### config.mk
export PLATFORM = sky130hd
export DESIGN_NAME = lcd_phase_timer
export DESIGN_NICKNAME = d
export VERILOG_FILES = /design/src/rtl/lcd_phase_pkg.sv /design/src/rtl/lcd_phase_divider.sv /design/src/rtl/lcd_phase_sequencer.sv /design/src/rtl/lcd_phase_timer.sv
export SDC_FILE = /design/constraint.sdc
export NUM_CORES = 1
export LEC_CHECK = 0
export ABC_AREA = 1
export BUFFER_PORTS_ARGS = -buffer_cell sky130_fd_sc_hd__buf_2
export CAP_MARGIN = 15
export CELL_PAD_IN_SITES_DETAIL_PLACEMENT = 1
export CELL_PAD_IN_SITES_GLOBAL_PLACEMENT = 1
export CORE_MARGIN = 5
export CORE_UTILIZATION = 35
export CTS_BUF_LIST = sky130_fd_sc_hd__clkbuf_16
export DETAILED_ROUTE_END_ITERATION = 12
export PLACE_DENSITY_LB_ADDON = 0.25
export SYNTH_ARGS = -nofsm -noshare
export SYNTH_HDL_FRONTEND = slang
export SYNTH_SLANG_ARGS = --single-unit
export TNS_END_PERCENT = 10
### constraint.sdc
create_clock -name clk -period 3.1 [get_ports clk]
set_input_delay 0.62 -clock clk [delete_from_list [all_inputs] [get_ports clk]]
set_output_delay 0.62 -clock clk [all_outputs]
set_load 0.01 [all_outputs]
### src/rtl/lcd_phase_pkg.sv
package lcd_phase_pkg;
  localparam int PS_W      = 4;
  localparam int DIV_W     = 4;
  localparam int DUTY_W    = 3;
  localparam int FINE_BASE = 16;

  typedef struct packed {
    logic run;    // advance the dividers this cycle
    logic clear;  // return both dividers to zero
  } divCtl_t;
endpackage

### src/rtl/lcd_phase_divider.sv
module lcd_phase_divider
  import lcd_phase_pkg::*;
#(
  parameter int PSW  = PS_W,
  parameter int DIVW = DIV_W,
  parameter int BASE = FINE_BASE
) (
  input  logic            clk,
  input  logic            rst_n,
  input  divCtl_t         ctl,
  input  logic [PSW-1:0]  actPs,
  input  logic [DIVW-1:0] actDiv,
  output logic            wrapTick
);
  localparam int PRE_W  = (1 << PSW) - 1;
  localparam int FINE_W = $clog2(BASE + (1 << DIVW));

  logic [PRE_W-1:0]  psCnt;
  logic [FINE_W-1:0] divCnt;
  logic [PRE_W:0]    maskFull;
  logic [PRE_W-1:0]  mask;
  logic [FINE_W-1:0] divLast;
  logic              coarseTick;

  always_comb begin
    maskFull   = ((PRE_W+1)'(1) << actPs) - (PRE_W+1)'(1);
    mask       = maskFull[PRE_W-1:0];
    divLast    = FINE_W'(BASE - 1) + FINE_W'(actDiv);
    coarseTick = ctl.run && ((psCnt & mask) == mask);
    wrapTick   = coarseTick && (divCnt == divLast);
  end

  always_ff @(posedge clk or negedge rst_n) begin
    if (!rst_n) begin
      psCnt  <= '0;
      divCnt <= '0;
    end else if (ctl.clear) begin
      psCnt  <= '0;
      divCnt <= '0;
    end else if (ctl.run) begin
      psCnt <= psCnt + PRE_W'(1);
      if (coarseTick) divCnt <= wrapTick ? '0 : divCnt + FINE_W'(1);
    end
  end

  // a phase lasts at least 16 cycles, so wraps never come back to back
  p_tick_gap_r2: assert property (@(posedge clk) disable iff (!rst_n)
    wrapTick |=> !wrapTick);

  // the fine counter never passes its linear limit
  p_fine_range_r3: assert property (@(posedge clk) disable iff (!rst_n)
    divCnt <= divLast);
endmodule

### src/rtl/lcd_phase_sequencer.sv
module lcd_phase_sequencer
  import lcd_phase_pkg::*;
#(
  parameter int PSW   = PS_W,
  parameter int DIVW  = DIV_W,
  parameter int DUTYW = DUTY_W
) (
  input  logic             clk,
  input  logic             rst_n,
  input  logic             enable,
  input  logic [PSW-1:0]   preScale,
  input  logic [DIVW-1:0]  fineDiv,
  input  logic [DUTYW-1:0] dutySel,
  input  logic             wrapTick,
  output divCtl_t          ctl,
  output logic [PSW-1:0]   actPs,
  output logic [DIVW-1:0]  actDiv,
  output logic             phaseTick,
  output logic [DUTYW-1:0] phaseIdx,
  output logic             frameStart,
  output logic             oddFrame
);
  logic [DUTYW-1:0] actDuty;
  logic             frameEnd;

  always_comb begin
    frameEnd  = wrapTick && (phaseIdx == actDuty);
    ctl.run   = enable;
    ctl.clear = !enable || frameEnd;
  end

  always_ff @(posedge clk or negedge rst_n) begin
    if (!rst_n) begin
      actPs      <= '0;
      actDiv     <= '0;
      actDuty    <= '0;
      phaseTick  <= 1'b0;
      phaseIdx   <= '0;
      frameStart <= 1'b0;
      oddFrame   <= 1'b0;
    end else if (!enable) begin
      actPs      <= preScale;
      actDiv     <= fineDiv;
      actDuty    <= dutySel;
      phaseTick  <= 1'b0;
      phaseIdx   <= '0;
      frameStart <= 1'b0;
    end else begin
      phaseTick  <= wrapTick;
      frameStart <= frameEnd;
      if (frameEnd) begin
        phaseIdx <= '0;
        oddFrame <= !oddFrame;
        actPs    <= preScale;
        actDiv   <= fineDiv;
        actDuty  <= dutySel;
      end else if (wrapTick) begin
        phaseIdx <= phaseIdx + DUTYW'(1);
      end
    end
  end

  // the index never leaves the active duty range
  p_idx_range_r4: assert property (@(posedge clk) disable iff (!rst_n)
    phaseIdx <= actDuty);

  // a frame start coincides with a tick at phase zero
  p_fs_tick_r5: assert property (@(posedge clk) disable iff (!rst_n)
    frameStart |-> (phaseTick && phaseIdx == '0));

  // parity flips with each frame start
  p_odd_flip_r6: assert property (@(posedge clk) disable iff (!rst_n)
    frameStart |-> (oddFrame != $past(oddFrame)));

  // parity holds between frame starts
  p_odd_hold_r6: assert property (@(posedge clk) disable iff (!rst_n)
    !frameStart |-> $stable(oddFrame));

  // settings stay frozen once the frame is past its first phase
  p_cfg_hold_r7: assert property (@(posedge clk) disable iff (!rst_n)
    (phaseIdx != '0) |-> ($stable(actDuty) && $stable(actPs) && $stable(actDiv)));
endmodule

### src/rtl/lcd_phase_timer.sv
module lcd_phase_timer
  import lcd_phase_pkg::*;
(
  input  logic              clk,
  input  logic              rst_n,
  input  logic              enable,
  input  logic [PS_W-1:0]   preScale,
  input  logic [DIV_W-1:0]  fineDiv,
  input  logic [DUTY_W-1:0] dutySel,
  output logic              phaseTick,
  output logic [DUTY_W-1:0] phaseIdx,
  output logic              frameStart,
  output logic              oddFrame
);
  divCtl_t           ctl;
  logic              wrapTick;
  logic [PS_W-1:0]   actPs;
  logic [DIV_W-1:0]  actDiv;

  lcd_phase_sequencer #(.PSW(PS_W), .DIVW(DIV_W), .DUTYW(DUTY_W)) u_seq (
    .clk(clk), .rst_n(rst_n), .enable(enable),
    .preScale(preScale), .fineDiv(fineDiv), .dutySel(dutySel),
    .wrapTick(wrapTick), .ctl(ctl), .actPs(actPs), .actDiv(actDiv),
    .phaseTick(phaseTick), .phaseIdx(phaseIdx),
    .frameStart(frameStart), .oddFrame(oddFrame)
  );

  lcd_phase_divider #(.PSW(PS_W), .DIVW(DIV_W), .BASE(FINE_BASE)) u_div (
    .clk(clk), .rst_n(rst_n), .ctl(ctl),
    .actPs(actPs), .actDiv(actDiv), .wrapTick(wrapTick)
  );
endmodule

### After elaboration in Yosys (flattened, before gate mapping)

Index checks and enable logic that the tools add are counted.
Widths: inputs -> output; s select.

| word-level totals | value |
|---|---|
| bits in latches | 0 |
| memory bits (read-only) | 0 |
| output and inout port bits | 6 |
| register bits after elaboration | 37 |
| memories kept | 0 |
| memory bits (writable) | 0 |

| operators by class | value |
|---|---|
| muxes and demuxes | 17 |
| div/mod/pow operators | 0 |
| order comparisons | 0 |
| shift operators | 1 |
| multipliers | 0 |
| add/sub/neg operators | 5 |
| bitwise logic cells | 1 |
| eq/ne operators | 5 |
| reduce and logical (&&, ||, !) cells | 10 |

Operators with widths:

| operator | count |
|---|---|
| $mux 15 | 2 |
| $mux 5 | 4 |
| $mux 4 | 4 |
| $add 15x1->15 const B | 1 |
| $and 15x15->15 | 1 |
| $eq 15x15->1 | 1 |
| $mux 3 | 5 |
| $shl 1x4->15 const A | 1 |
| $sub 15x2->15 const B | 1 |
| $add 4x4->5 const A | 1 |
| $add 5x1->5 const B | 1 |
| $eq 5x5->1 | 1 |
| $reduce_and 2->1 | 2 |
| $reduce_bool 2->1 | 2 |
| $add 3x1->3 const B | 1 |
| $eq 3x3->1 | 1 |
| $logic_and 1x1->1 | 3 |
| $ne 3x1->1 const B | 1 |
| $logic_not 1->1 | 2 |
| $mux 1 | 2 |
| $ne 2x1->1 const B | 1 |
| $logic_or 1x1->1 | 1 |

### Depth between registers and ports, before layout

| depth | value |
|---|---|
| word-level depth | 10 |
| gate-level depth with buffers | 16 |
| depth with buffers taken out | 15 |

### Modules after synthesis

From an unflattened synthesis, not the netlist that was laid out.

| second synthesis, totals | value |
|---|---|
| cell total of the unflattened synthesis | 358 |
| area, all modules | 2553.7 sq um |

By module, submodules not included:

| module | cells each | times used | area an instance (sq um) |
|---|---|---|---|
| lcd_phase_divider | 264 | 1 | 1729.2 |
| lcd_phase_sequencer | 94 | 1 | 824.5 |

### Least setup slack after synthesis

Ideal clock, no wire load.

| path | value |
|---|---|
| path kind | register to register |
| start | register u_seq.actPs[0] |
| end | register u_div.psCnt[7] |
| arrival time | 2.009 ns |
| clock period less this slack | 2.144 ns |
| library setup time | 0.135 ns |
| setup slack | 0.956 ns |
| path buffers | 1 |
| stages on the path, launching flop included | 16 |
| cell sequence | dfrtp_1 > nor2_2 > nand2_2 > ha_1 > nor2_1 > inv_1 > nand3_1 > nor2_1 > nand2_1 > nor2_1 > nand4_1 > nor2_2 > nand3_4 > nand2_8 > buf_6 > nor3_1 |

| on the way | value |
|---|---|
| word-level cells in the longest chain between the ends | 9 |
| elaborated cells between the ends (all ways) | 10 |

RTL lines:

| item | line | RTL |
|---|---|---|
| start: declaration | lcd_phase_sequencer.sv:16 | `output logic [PSW-1:0] actPs,` |
| start signal: assignment | lcd_phase_sequencer.sv:42 | `actPs <= preScale;` |
| start signal: assignment | lcd_phase_sequencer.sv:54 | `actPs <= preScale;` |
| $shl 1x4->15 (*) | lcd_phase_divider.sv:26 | `maskFull = ((PRE_W+1)'(1) << actPs) - (PRE_W+1)'(1);` |
| $sub 15x2->15 (*) | lcd_phase_divider.sv:26 |  |
| $and 15x15->15 | lcd_phase_divider.sv:29 | `coarseTick = ctl.run && ((psCnt & mask) == mask);` |
| $eq 15x15->1 (*) | lcd_phase_divider.sv:29 |  |
| $logic_and 1x1->1 (*) | lcd_phase_divider.sv:29 |  |
| $logic_and 1x1->1 (*) | lcd_phase_divider.sv:30 | `wrapTick = coarseTick && (divCnt == divLast);` |
| $logic_and 1x1->1 (*) | lcd_phase_sequencer.sv:27 | `frameEnd = wrapTick && (phaseIdx == actDuty);` |
| $logic_or 1x1->1 (*) | lcd_phase_sequencer.sv:29 | `ctl.clear = !enable \|\| frameEnd;` |
| $mux 15 / $reduce_bool 2->1 (equally long branches) | - |  |
| end signal: assignment | lcd_phase_divider.sv:41 | `psCnt <= psCnt + PRE_W'(1);` |
| end: declaration | lcd_phase_divider.sv:18 | `logic [PRE_W-1:0] psCnt;` |

Every way passes the cells marked *; elsewhere a longest branch is shown, timed or not.
A chain may end at the register's enable or synchronous reset.

### Worst setup path after layout

| path | value |
|---|---|
| start | register u_seq.actPs[2] |
| end | register u_seq.actPs[0] |

| on the way | value |
|---|---|
| word-level cells in the longest chain between the ends | 8 |

RTL lines:

| item | line |
|---|---|
| $shl 1x4->15 (*) | lcd_phase_divider.sv:26 |
| $sub 15x2->15 (*) | lcd_phase_divider.sv:26 |
| $and 15x15->15 | lcd_phase_divider.sv:29 |
| $eq 15x15->1 (*) | lcd_phase_divider.sv:29 |
| $logic_and 1x1->1 (*) | lcd_phase_divider.sv:29 |
| $logic_and 1x1->1 (*) | lcd_phase_divider.sv:30 |
| $logic_and 1x1->1 (*) | lcd_phase_sequencer.sv:27 |
| $ne 2x1->1 (no source line) (*) | - |

Marked as above.

==> flow_metrics.env <==
export IMPL_critical_path_max_stage_delay_ns=0.54
export IMPL_endpoint_kind="register"
export IMPL_fin_crit_sh_pct=82.5
export IMPL_area_growth_pct=11.3
export IMPL_netlist_top_cells_count="63 x nand2_1, 37 x dfrtp_1, 36 x nor2_1"
export IMPL_yosysTopAreaCellShare_pct=39.9
export IMPL_muxShareOfSynthArea_pct=0
export IMPL_num_rows=29
export IMPL_async_reset_ff_share_pct=100
export IMPL_fin_util_pct=40.5
export IMPL_vias_per_cell=4.87
export IMPL_synth_simple_area_share_pct=36.3
export IMPL_nets=336
export IMPL_hold_violations=0
export IMPL_powerDensity_mw_per_mm2=464
export IMPL_cts_max_path_buffers=2
export IMPL_antenna_cells=0
export IMPL_port_buffers=19
export IMPL_cp_start_kind="register"
export IMPL_grt_ovfl_total=0
export IMPL_synthCells=296
export IMPL_die_area_sq_mm=0.00836
export IMPL_cts_sinks=37
export IMPL_cts_tree="yes"
export IMPL_synth_xor_area_share_pct=5.66
export IMPL_grt_antenna_before_repair=0
export IMPL_detail_route_antenna_nets=0
export IMPL_die_w_um=91.4
export IMPL_grt_pass1_wl_um=9680
export IMPL_leakagePower_nw=1.25
export IMPL_cts_resized=0
export IMPL_yosys_area_top_type="dfrtp_1"
export IMPL_synth_fa_ha_area_share_pct=2.70
export IMPL_layout_drive_gt1_share_pct=20.1
export IMPL_finalSetupTns_ns=0
export IMPL_fmax_ghz=0.391
export IMPL_rrSetupSlack_ns=0.54
export IMPL_worst_ir_drop_vdd_mv=0.217
export IMPL_drtIter0Drc=59
export IMPL_final_max_slew_viol_count=0
export IMPL_place_hpwl_um=4170
export IMPL_final_min_clock_period_ns=2.56
export IMPL_wirelength_um=5550
export IMPL_crit_type="reg -> reg"
export IMPL_crit_chain="nor2_4 > nand3_1 > ha_1 > nor2_1 > inv_1 > nand3_1 > nor2_1 > nand2_1 > nor2_1 > nand4_1 > nor2_2 > nand3_4 > nand2_8 > nand2_1 > o21ai_1"
export IMPL_setup_viol_count_final=0
export IMPL_synth_main_ff_cell="dfrtp_1"
export IMPL_seq_area_frac_synth_pct=39.9
export IMPL_synth_edf_count=0
export IMPL_status="finished clean"
export IMPL_crit_arrival_ns=2.76
export IMPL_yosysMostFrequentCell="nand2_1"
export IMPL_cp_common_cell="nor2_1"
export IMPL_synthTopCellsByArea="dfrtp_1 40%, nand2_1 10%, nand3_1 6.7%, nor2_1 5.8%, inv_1 5.2%"
export IMPL_cp_max_fo=34
export IMPL_numCtsBuffers=5
export IMPL_min_path_type="in -> async"
export IMPL_clk_latency_ns=0.28
export IMPL_ys_warn_count=0
export IMPL_crit_path_top_delay_cell="dfrtp_1"
export IMPL_rsz0062_at_grt="no"
export IMPL_core_sq_mm=0.00639
export IMPL_ys_types=30
export IMPL_worst_pin_slew_ns=0.856
export IMPL_grt_pass1_vias=2002
export IMPL_hold_slack_ns=0.447
export IMPL_place_congestion=0.836
export IMPL_wl_per_cell_um=14.1
export IMPL_initial_core_util_pct=36.3
export IMPL_vias=1922
export IMPL_syn_nets=315
export IMPL_synth_area_sq_mm=0.00232
export IMPL_cts_setup_buffers=0
export IMPL_hold_buffers=0
export IMPL_maxCapViolCount=0
export IMPL_root_buffer="clkbuf_16"
export IMPL_io_pins=20
export IMPL_slew_headroom_pct=42.9
export IMPL_clkSlewWorstSetupHoldPaths_ns=0.06
export IMPL_synth_compound_area_share_pct=6.09
export IMPL_final_setup_skew_ns=0.00671
export IMPL_synth_top_family_by_area="simple AND/OR/NAND/NOR gates"
export IMPL_grt_usage_pct=14.3
export IMPL_grt_max_degree=38
export IMPL_firstDrtPassIters=4
export IMPL_drc=0
export IMPL_synth_area_per_cell_sq_um=7.84
export IMPL_die_y_um=91.4
export IMPL_yosys_register_bits=37
export IMPL_htreeDepth=2
export IMPL_required_ns=3.30
==> cells by family after synthesis <==
logic type | after synthesis
fa+ha+maj | 5
compound gates | 24
xor+xnor | 15
flops | 37
simple gates | 172
buf+inv | 43
==> where the power goes <==
part | internal [mW] | switching, mW | total, mW
clock | 0.295 | 0.202 | 0.497
sequential | 0.499 | 0.0201 | 0.519
combinational | 0.0624 | 0.119 | 0.182
==> routing by layer <==
metal	routed length [um]	track usage, %	part of all wire [%]
met4	48	4.03	0.86
met3	162	3.55	2.9
met5	0	0	0
met2	2610	22.5	47
met1	2730	19.4	49
==> final timing paths <==
kind / startpoint / endpoint / cells past startpoint
worst max register to register: u_seq.actPs[2] / u_seq.actPs[0] / 15
worst max-delay path: u_seq.actPs[2] / u_seq.actPs[0] / 15
min in group clk: u_seq.oddFrame / u_seq.oddFrame / 1
worst min-delay path: rst_n / u_div.psCnt[3] / 1
worst min register to register: u_seq.oddFrame / u_seq.oddFrame / 1
max in group asynchronous: rst_n / u_div.psCnt[13] / 1
==> metrics by stage <==
stage | std cells | power [mW] | area [sq um] | setup WS (ns)
floorplan | 296 | 0.665 | 2320 | 0.956
global placement | 387 | 0.710 | 2440 | 0.637
detailed placement | 387 | 0.713 | 2440 | 0.543
CTS | 395 | 1.22 | 2580 | 0.523
global route | 395 | 1.26 | 2580 | 0.214
finish | 395 | 1.20 | 2580 | 0.543
==> critical path, delay by kind of cell (launching register included) <==
| family | cells | cell delay (ns) |
|---|---|---|
| and+or+nand+nor | 12 | 1.52 |
| DFF | 1 | 0.54 |
| adders and majority gates | 1 | 0.28 |
| AOI/OAI and AO/OA | 1 | 0.08 |
| buffers and inverters | 1 | 0.05 |
==> layout by cell type (no fill, tap or decap), types with 2 or more instances in the layout <==
master	count
nor2_2	6
clkbuf_16	5
ha_1	5
o21ai_0	2
o21ai_1	8
xnor2_1	8
nor3_1	5
inv_1	32
dfrtp_1	37
nor3b_2	3
o21ai_2	4
nand2_1	63
buf_2	19
nand3_1	31
nand4_1	8
nor2_1	36
inv_2	5
a21oi_1	8
xor2_1	7
nand2_2	13
==> flip-flops by register name (all words and copies together) (netlist names) <==
| register | cells |
|---|---|
| u_seq.frameStart | 1 |
| u_seq.phaseTick | 1 |
| u_seq.phaseIdx | 3 |
| u_div.psCnt | 15 |
| u_seq.actDuty | 3 |
| u_seq.oddFrame | 1 |
| u_seq.actPs | 4 |
| u_div.divCnt | 5 |
| u_seq.actDiv | 4 |
==> final cells by class <==
class	count	area, sq um
clock buffers	5	125
repair buffers	20	103
flip-flops and latches	37	926
well taps	77	96.3
inverters	37	139
multi-input cells	216	1180
clock inverters	3	17.5
fillers	810	3800
No activity file was read; power rests on OpenSTA's default activity.
